--- src/rtl/spi_ctl_pkg.sv ---
// Shared types for the serial master controller.
// Assumes: nothing beyond a standard SystemVerilog compile.
package spi_ctl_pkg;
    // Frame sequencer phases: idle, select lead-in, clocking, select lag.
    typedef enum logic [1:0] {
        ST_IDLE  = 2'd0,
        ST_LEAD  = 2'd1,
        ST_XFER  = 2'd2,
        ST_TRAIL = 2'd3
    } spi_state_e;
endpackage

--- src/rtl/spi_ctl_div.sv ---
// Half-period timebase: emits one tick every div+1 system clocks.
// Assumes: restart aligns the count at the beginning of each frame.
module spi_ctl_div #(
    parameter int DIVW = 8
) (
    input  logic            clk,
    input  logic            rst_n,
    input  logic            restart,
    input  logic [DIVW-1:0] div,
    output logic            tick
);
    logic [DIVW-1:0] cnt_q;

    // Count down from div and reload after reaching zero or on restart.
    always_ff @(posedge clk) begin
        if (!rst_n) begin
            cnt_q <= '0;
        end else if (restart || cnt_q == '0) begin
            cnt_q <= div;
        end else begin
            cnt_q <= cnt_q - 1'b1;
        end
    end

    // A tick marks the end of one half-period.
    always_comb tick = (cnt_q == '0) && !restart;
endmodule

--- src/rtl/spi_ctl_shift.sv ---
// Data path: sends the transmit word high bit first, and collects
// the received bits low bit first into a right-aligned word.
// Assumes: len is between 1 and MAXBITS when load is asserted.
module spi_ctl_shift #(
    parameter int MAXBITS = 32,
    localparam int IDXW = $clog2(MAXBITS),
    localparam int LENW = $clog2(MAXBITS) + 1
) (
    input  logic               clk,
    input  logic               rst_n,
    input  logic               load,
    input  logic [LENW-1:0]    len,
    input  logic [MAXBITS-1:0] tx_data,
    input  logic               adv,
    input  logic               smp,
    input  logic               miso,
    output logic               mosi_bit,
    output logic [MAXBITS-1:0] rx_data
);
    logic [MAXBITS-1:0] tx_q;
    logic [IDXW-1:0]    oidx_q;
    logic [IDXW-1:0]    ridx_q;

    // Capture the transmit word and walk the output index down.
    always_ff @(posedge clk) begin
        if (!rst_n) begin
            tx_q   <= '0;
            oidx_q <= '0;
        end else if (load) begin
            tx_q   <= tx_data;
            oidx_q <= IDXW'(len - LENW'(1));
        end else if (adv && oidx_q != '0) begin
            oidx_q <= oidx_q - 1'b1;
        end
    end

    // Place each sampled bit at the next higher position.
    always_ff @(posedge clk) begin
        if (!rst_n) begin
            rx_data <= '0;
            ridx_q  <= '0;
        end else if (load) begin
            rx_data <= '0;
            ridx_q  <= '0;
        end else if (smp) begin
            rx_data[ridx_q] <= miso;
            ridx_q          <= ridx_q + 1'b1;
        end
    end

    // The current output bit is selected by the index.
    always_comb mosi_bit = tx_q[oidx_q];
endmodule

--- src/rtl/spi_ctl.sv ---
// Serial bus master top: frame sequencer, select decode and clock output.
// Assumes: all inputs except start and miso are held stable during a frame,
// and a chained length never exceeds MAXBITS.
module spi_ctl #(
    parameter int NSEL    = 4,
    parameter int MAXBITS = 32,
    parameter int DIVW    = 8,
    localparam int SELW = $clog2(NSEL),
    localparam int LENW = $clog2(MAXBITS) + 1,
    localparam int CHW  = $clog2(MAXBITS / 8) + 1,
    localparam int EW   = $clog2(2 * MAXBITS) + 1
) (
    input  logic               clk,
    input  logic               rst_n,
    input  logic               start,
    input  logic               cpol,
    input  logic               cpha,
    input  logic               chain_en,
    input  logic [SELW-1:0]    sel,
    input  logic [LENW-1:0]    nbits,
    input  logic [CHW-1:0]     chain_len,
    input  logic [DIVW-1:0]    div,
    input  logic [MAXBITS-1:0] tx_data,
    input  logic               miso,
    output logic               sclk,
    output logic               mosi,
    output logic [NSEL-1:0]    cs_n,
    output logic [MAXBITS-1:0] rx_data,
    output logic               busy,
    output logic               done
);
    import spi_ctl_pkg::*;

    spi_state_e     state_q;
    logic           cpha_q;
    logic           sclk_q;
    logic           done_q;
    logic [SELW-1:0] sel_q;
    logic [LENW-1:0] len_q;
    logic [EW-1:0]   edge_q;
    logic            tick;
    logic            take;
    logic            lead_edge;
    logic            clk_edge;
    logic            smp;
    logic            adv;
    logic            mosi_bit;
    logic [LENW-1:0] len_d;
    logic [EW-1:0]   last_edge;

    // Decide acceptance, frame length and the role of the coming edge.
    always_comb begin
        take      = (state_q == ST_IDLE) && start;
        len_d     = chain_en ? LENW'({chain_len, 3'b000}) : nbits;
        last_edge = EW'({len_q, 1'b0}) - EW'(1);
        lead_edge = ~edge_q[0];
        clk_edge  = tick && (state_q == ST_XFER);
        smp       = clk_edge && (lead_edge ^ cpha_q);
        adv       = clk_edge && (cpha_q ? (lead_edge && edge_q != '0) : !lead_edge);
    end

    spi_ctl_div #(.DIVW(DIVW)) u_div (
        .clk     (clk),
        .rst_n   (rst_n),
        .restart (take),
        .div     (div),
        .tick    (tick)
    );

    spi_ctl_shift #(.MAXBITS(MAXBITS)) u_shift (
        .clk      (clk),
        .rst_n    (rst_n),
        .load     (take),
        .len      (len_d),
        .tx_data  (tx_data),
        .adv      (adv),
        .smp      (smp),
        .miso     (miso),
        .mosi_bit (mosi_bit),
        .rx_data  (rx_data)
    );

    // Frame sequencer: lead-in, edge generation, lag, then completion pulse.
    always_ff @(posedge clk) begin
        if (!rst_n) begin
            state_q <= ST_IDLE;
            cpha_q  <= 1'b0;
            sclk_q  <= 1'b0;
            done_q  <= 1'b0;
            sel_q   <= '0;
            len_q   <= '0;
            edge_q  <= '0;
        end else begin
            done_q <= 1'b0;
            case (state_q)
                ST_IDLE: begin
                    sclk_q <= cpol;
                    if (start) begin
                        cpha_q  <= cpha;
                        sel_q   <= sel;
                        len_q   <= len_d;
                        edge_q  <= '0;
                        state_q <= ST_LEAD;
                    end
                end
                ST_LEAD: if (tick) state_q <= ST_XFER;
                ST_XFER: begin
                    if (tick) begin
                        sclk_q <= ~sclk_q;
                        edge_q <= edge_q + 1'b1;
                        if (edge_q == last_edge) state_q <= ST_TRAIL;
                    end
                end
                default: begin
                    if (tick) begin
                        state_q <= ST_IDLE;
                        done_q  <= 1'b1;
                    end
                end
            endcase
        end
    end

    // One active-low select per target, decoded from the latched index.
    for (genvar g = 0; g < NSEL; g++) begin : g_sel
        assign cs_n[g] = !((state_q != ST_IDLE) && (sel_q == SELW'(g)));
    end

    // Drive the remaining outputs from sequencer state.
    always_comb begin
        busy = (state_q != ST_IDLE);
        sclk = sclk_q;
        mosi = busy ? mosi_bit : 1'b0;
        done = done_q;
    end

    // never more than one select low.
    p_one_select_r5: assert property (@(posedge clk) disable iff (!rst_n)
        $countones(~cs_n) <= 1);
    // selects rest high while idle.
    p_idle_deselect_r4: assert property (@(posedge clk) disable iff (!rst_n)
        !busy |-> (&cs_n));
    // idle clock follows the polarity input.
    p_idle_clock_r2: assert property (@(posedge clk) disable iff (!rst_n)
        (!busy && $past(!busy)) |-> (sclk == $past(cpol)));
    // completion is a single-cycle pulse.
    p_done_single_r10: assert property (@(posedge clk) disable iff (!rst_n)
        done |=> !done);
    // completion only as a frame ends.
    p_done_end_r10: assert property (@(posedge clk) disable iff (!rst_n)
        done |-> (!busy && $past(busy)));
endmodule

--- config.mk ---
export PLATFORM = sky130hd
export DESIGN_NAME = spi_ctl
export DESIGN_NICKNAME = d
export VERILOG_FILES = /design/src/rtl/spi_ctl_pkg.sv /design/src/rtl/spi_ctl_div.sv /design/src/rtl/spi_ctl_shift.sv /design/src/rtl/spi_ctl.sv
export SDC_FILE = /design/constraint.sdc
export NUM_CORES = 1
export LEC_CHECK = 0
export BUFFER_PORTS_ARGS = -buffer_cell sky130_fd_sc_hd__buf_2
export CAP_MARGIN = 10
export CORE_UTILIZATION = 55
export CTS_BUF_LIST = sky130_fd_sc_hd__clkbuf_8
export DETAILED_ROUTE_END_ITERATION = 8
export PLACE_DENSITY_LB_ADDON = 0.2
export SLEW_MARGIN = 5
export SYNTH_ARGS = -nofsm -noshare
export SYNTH_HDL_FRONTEND = slang
export SYNTH_SLANG_ARGS = --single-unit
--- constraint.sdc ---
create_clock -name clk -period 5.3 [get_ports clk]
set_input_delay 0.53 -clock clk [delete_from_list [all_inputs] [get_ports clk]]
set_output_delay 0.53 -clock clk [all_outputs]
set_load 0.02 [all_outputs]
* After elaboration in Yosys (flattened, before gate mapping)
Index checks and enable logic that the tools add are counted.
** Storage, ports and cells
- Bits in registers :: 102
- Latch bits :: 0
- Memory bits (writable) :: 0
- Bits in read-only memories :: 0
- Output and inout bits :: 40
- Memories :: 0
** Operators by class
- $add $sub $neg :: 6
- Multiply operators :: 0
- Divide/modulo/power cells :: 0
- $lt $le $gt $ge :: 3
- Equal/unequal tests :: 10
- Shift operators :: 0
- Muxes and demuxes :: 23
- Bitwise logic cells :: 4
- Reductions and logical operators :: 33
** Operators with widths (number)
- 32-bit bitwise mux :: 1
- 7-bit two-way mux :: 2
- 7-bit case mux with 2 select lines :: 1
- 1-bit logical AND :: 12
- 5-bit by 6-bit < comparator with 1-bit output, second input constant :: 2
- 2-bit two-way mux :: 5
- 5-bit two-way mux :: 2
- 5-bit by 1-bit subtractor with 5-bit output, second input constant :: 2
- 8-bit zero test :: 1
- 8-bit two-way mux :: 1
- 2-bit nonzero test :: 4
- 8-bit by 1-bit subtractor with 8-bit output, second input constant :: 1
- 7-bit by 1-bit adder with 7-bit output, second input constant :: 1
- 7-bit == test :: 1
- 7-bit nonzero test :: 1
- 7-bit by 1-bit subtractor with 7-bit output, second input constant :: 1
- 2-bit == test, second input constant :: 3
- 1-bit two-way mux :: 6
- 6-bit two-way mux :: 1
- 2-bit inequality test, second input constant :: 3
- 2-bit case mux with 3 select lines :: 1
- 5-bit by 1-bit adder with 5-bit output, second input constant :: 1
- 1-bit binary-select mux with 5-bit select :: 1
- 1-bit demux with 5-bit select :: 1
- 15 further kinds :: 24

* Longest topological paths before layout
- Word-level depth :: 9
- Gate-level depth with buffers :: 10
- Gate-level depth less buffers :: 8

* By module
Synthesis repeated with hierarchy kept, for this count alone.
** Second synthesis, totals
- Cells, all modules :: 584
- Area total of the unflattened synthesis :: 5111.2 um^2
** By module, submodules not included
- spi_ctl_shift :: instances 1, cells each 381, area each 3413.3 um^2
- spi_ctl :: instances 1, cells each 155, area each 1246.2 um^2
- spi_ctl_div :: instances 1, cells each 48, area each 451.7 um^2

* Worst setup path after synthesis
OpenSTA, ideal clock, no wires.
- Path kind :: reg2out
- Start :: reg u_shift.oidx_q[0]
- End :: out mosi
- Arrival :: 1.776 ns
- Required time :: 4.770 ns
- Setup slack :: 2.994 ns
- Cell stages (with the launch flop) :: 6
- Path buffers :: 1
- Path through :: dfxtp_1 -> buf_4 -> mux4_2 -> mux4_2 -> mux2i_1 -> nor2_1
** Between the ends
- Longest elaborated chain between the ends :: 3
** Ends and longest elaborated chain
- from (decl) :: line spi_ctl_shift.sv:21 : logic [IDXW-1:0] oidx_q;
- from (signal assigned) :: line spi_ctl_shift.sv:31 : oidx_q <= IDXW'(len - LENW'(1));
- from (signal assigned) :: line spi_ctl_shift.sv:33 : oidx_q <= oidx_q - 1'b1;
- 1-bit binary-select mux with 5-bit select :: line spi_ctl_shift.sv:52 : always_comb mosi_bit = tx_q[oidx_q];
- 1-bit two-way mux (not written as such) :: line spi_ctl_shift.sv:52
- 1-bit two-way mux :: line spi_ctl.sv:133 : mosi = busy ? mosi_bit : 1'b0;
- to (decl) :: line spi_ctl.sv:26 : output logic mosi,
No other way between the ends. The select of a mux whose other input is x is not followed.

* Worst setup path in the final report
- Start :: reg state_q[0]
- End :: reg u_shift.rx_data[10]
** Between the ends
- Longest elaborated chain between the ends :: 6
** Ends and longest elaborated chain
- from (decl) :: line spi_ctl.sv:34 : spi_state_e state_q;
- from (signal assigned) :: line spi_ctl.sv:86 : state_q <= ST_IDLE;
- from (signal assigned) :: line spi_ctl.sv:103 : state_q <= ST_LEAD;
- from (signal assigned) :: line spi_ctl.sv:106 : ST_LEAD: if (tick) state_q <= ST_XFER;
- 2-bit zero test :: line spi_ctl.sv:53 : take = (state_q == ST_IDLE) && start;
- 1-bit logical AND :: line spi_ctl.sv:53
- 1-bit zero test :: line spi_ctl_div.sv:26 : always_comb tick = (cnt_q == '0) && !restart;
- 1-bit logical AND :: line spi_ctl_div.sv:26
- 1-bit logical AND :: line spi_ctl.sv:57 : clk_edge = tick && (state_q == ST_XFER);
- 1-bit logical AND :: line spi_ctl.sv:58 : smp = clk_edge && (lead_edge ^ cpha_q);
- to (signal, indexed assignment) :: line spi_ctl_shift.sv:46 : rx_data[ridx_q] <= miso;
- to (decl) :: line spi_ctl_shift.sv:18 : output logic [MAXBITS-1:0] rx_data
Several ways; a longest one is shown, not always the timed one.
A chain may end at the register's enable or synchronous reset.

==> results_dict.tcl <==
set metrics [dict create \
    power_frac_seq_pct 45.3 \
    syn_area_um2 4863 \
    synth_top_cells_by_count "dfxtp_1 (102), nand2_1 (87), a21oi_1 (78)" \
    hold_class "input pin to register" \
    yosys_most_used_dff "dfxtp_1" \
    synth_top_area_share_pct 41.99 \
    hold_viol_final 0 \
    synth_compound_area_share_pct 18.50 \
    dr_total_vias 4338 \
    cts_root_buffer "clkbuf_8" \
    ys_ff_latch 102 \
    worstSetupEndpointType "register" \
    synth_mux_area_share_pct 6.123 \
    grt_first_pass_wirelength_um 18800 \
    syn_to_final_growth_pct 13.76 \
    drc 0 \
    first_pass_iters 4 \
    clkTransAtPathRegs_ns 0.11 \
    cts.sink_count 102 \
    finClkSkew_ns 0.01368 \
    r2r_setup_slack_ns 1.98 \
    gp_congestion 0.8445 \
    fin_crit_sh_pct 62.65 \
    antenna_left 0 \
    period_needed_ns 3.321 \
    wire_per_inst_um 14.91 \
    start_kind "register" \
    max_freq_ghz 0.3011 \
    synthDistinctLibCells 58 \
    outcome "completed" \
    p_switching_uw 807.2 \
    place_hpwl_um 7809 \
    drv_slew 0 \
    synth-async-reset-ratio_pct 0 \
    rsz0062_at_grt "no" \
    postCtsHoldBufs 0 \
    initial_core_util_pct 58.02 \
    antenna_found_initial 0 \
    gr-total-overflow 0 \
    ys_seq_area_share_pct 41.99 \
    yosys.area_share.simple_pct 21.94 \
    dieArea_um2 9223 \
    core_region_area_um2 8382 \
    syn-num-nets 647 \
    peakVddDrop_mv 0.3231 \
    leakagePower_uw 0.002161 \
    io_pins 98 \
    cp_data_arrival_time_ns 3.58 \
    synth_xor_area_share_pct 3.782 \
    dieWidth_um 96.04 \
    clk_latency_ns 0.37 \
    final_nets 717 \
    grt_max_degree 55 \
    grt_use_total_pct 26.34 \
    maxCapViolations 0 \
    post_cts_buffers 0 \
    p_int_uw 1352 \
    finalWirelength_um 11290 \
    diodes 0 \
    dr.first_iter.drc_count 234 \
    critPathLaunch "state_q[0]" \
    cts_resized 0 \
    slew_headroom_pct 27.48 \
    synth_edf_count 0 \
    numPortBuffers 97 \
    clockBufferDepth 2 \
    drive_above_1_share_pct 21.47 \
    finalSetupViolCount 0 \
    timing.rr.start "state_q[0]" \
    cts_buffers 9 \
    p_sw_share_pct 37.38 \
    synthCells 577 \
    worst_slew_pin_slew_ns 1.080 \
    synth_most_common_cell "dfxtp_1" \
    finalNonFillerCells 757 \
    finalSetupTns_ns 0 \
    worstPathMaxFanout 50 \
    viasPerCell 5.731 \
    ys_top_cells_by_area "dfxtp_1 (42%), a21oi_1 (8.0%), nand2_1 (6.7%)" \
    final_core_util_pct 66.01 \
    synth_top_area_cell "dfxtp_1" \
    path_class "register to register" \
    synth_top_family_by_area "simple AND/OR/NAND/NOR gates" \
    yosysWarnings 0 \
    grt_pass1_vias 4047 \
    critical_path_required_ns 5.55 \
    ctsHtreeMaxLevel 3 \
    dp.cells 740 \
    p_clk_share_pct 22.1 \
    power_density_nw_per_um2 390.3 \
    die_y_um 96.04 \
    fill_cells 746 \
    synth-adder-area-share_pct 3.087 \
    row_count 33 \
    pwr-share-comb_pct 32.6 \
    syn_area_per_cell_um2 8.429 \
    hp-start "tx_data[10]" \
    cts_tree "done" \
]
area by class of cell:
type | instances | area (um^2) | share of cell area (%)
multi-input combinational | 422 | 2599 | 46.97
clock buffer | 10 | 137.6 | 2.488
tap | 105 | 131.4 | 2.374
inverter | 12 | 45.04 | 0.8141
sequential | 102 | 2042 | 36.91
timing repair buffer | 100 | 528.0 | 9.543
clock inverter | 6 | 50.05 | 0.9046
worst paths after layout:
| kind | endpoint | depth (start not counted) |
|---|---|---|
| setup / recovery | u_shift.rx_data[10] | 8 |
| hold / removal | u_shift.tx_q[10] | 3 |
| setup reg to reg | u_shift.rx_data[10] | 8 |
| hold reg to reg | u_shift.tx_q[9] | 2 |
cells by family (layout without fill, tap and decap cells):
family	Yosys count	after routing
compound gates	156	156
fa+ha+maj	12	12
mux	17	17
xor+xnor	21	21
flops	102	102
buf+inv	53	128
simple gates	216	216
state kept, by name, summed over array words and instances, names as in the netlist:
name and count:
u_shift.rx_data 32, sel_q 2, len_q 6, u_shift.oidx_q 5
done 1, edge_q 7, state_q 2, u_shift.tx_q 32
sclk 1, u_shift.ridx_q 5, cpha_q 1, u_div.cnt_q 8
layout by cell type (no fill, tap or decap), types with 5 or more instances in the layout:
| cell | n |
|---|---|
| nand3_1 | 45 |
| mux2i_1 | 5 |
| xnor2_1 | 13 |
| buf_2 | 97 |
| a21oi_1 | 78 |
| mux4_2 | 10 |
| a211oi_1 | 6 |
| inv_1 | 11 |
| ha_1 | 12 |
| dfxtp_1 | 102 |
| and3_1 | 8 |
| nand2_1 | 87 |
| nor2_1 | 33 |
| clkbuf_8 | 10 |
| o21ai_0 | 43 |
| a22oi_1 | 6 |
| xor2_1 | 8 |
| nor3_1 | 5 |
power by group through the flow:
stage / clock [uW] / sequential (uW) / combinational, uW
floorplan: 0 / 955 / 591
global placement: 0 / 992 / 673
detailed placement: 0 / 998 / 690
CTS: 482 / 980 / 694
global route: 514 / 997 / 790
finish: 476 / 979 / 704
stage by stage:
step	hold WS, ns	cell area, um^2	power (uW)	setup WS, ns
2_1_floorplan	0.4331	4863	1547	2.994
5_1_grt	0.3610	5533	2300	1.685
4_1_cts	0.3630	5505	2156	1.897
6_report	0.3743	5533	2159	1.979
3_5_place_dp	0.4479	5318	1688	1.907
3_3_place_gp	0.4403	5318	1665	2.010
metal layers:
layer / track usage, % / vias up / share of wire [%]
met4: 8.085 / 0 / 1.1
met2: 44.03 / 107 / 49
met1: 33.73 / 2040 / 46
li1: - / 2182 / -
met5: 0 / - / 0
met3: 6.082 / 9 / 4.6
critical path, stage by stage (launching register included):
cell and delay [ns]:
dfxtp_1 0.38, inv_1 0.07, ha_1 0.35, and2_1 0.20, buf_4 0.28, nor3_1 0.93, nand3_1 0.57, o21ai_0 0.33
a21oi_1 0.09
Power figures use the tool's default switching activity.
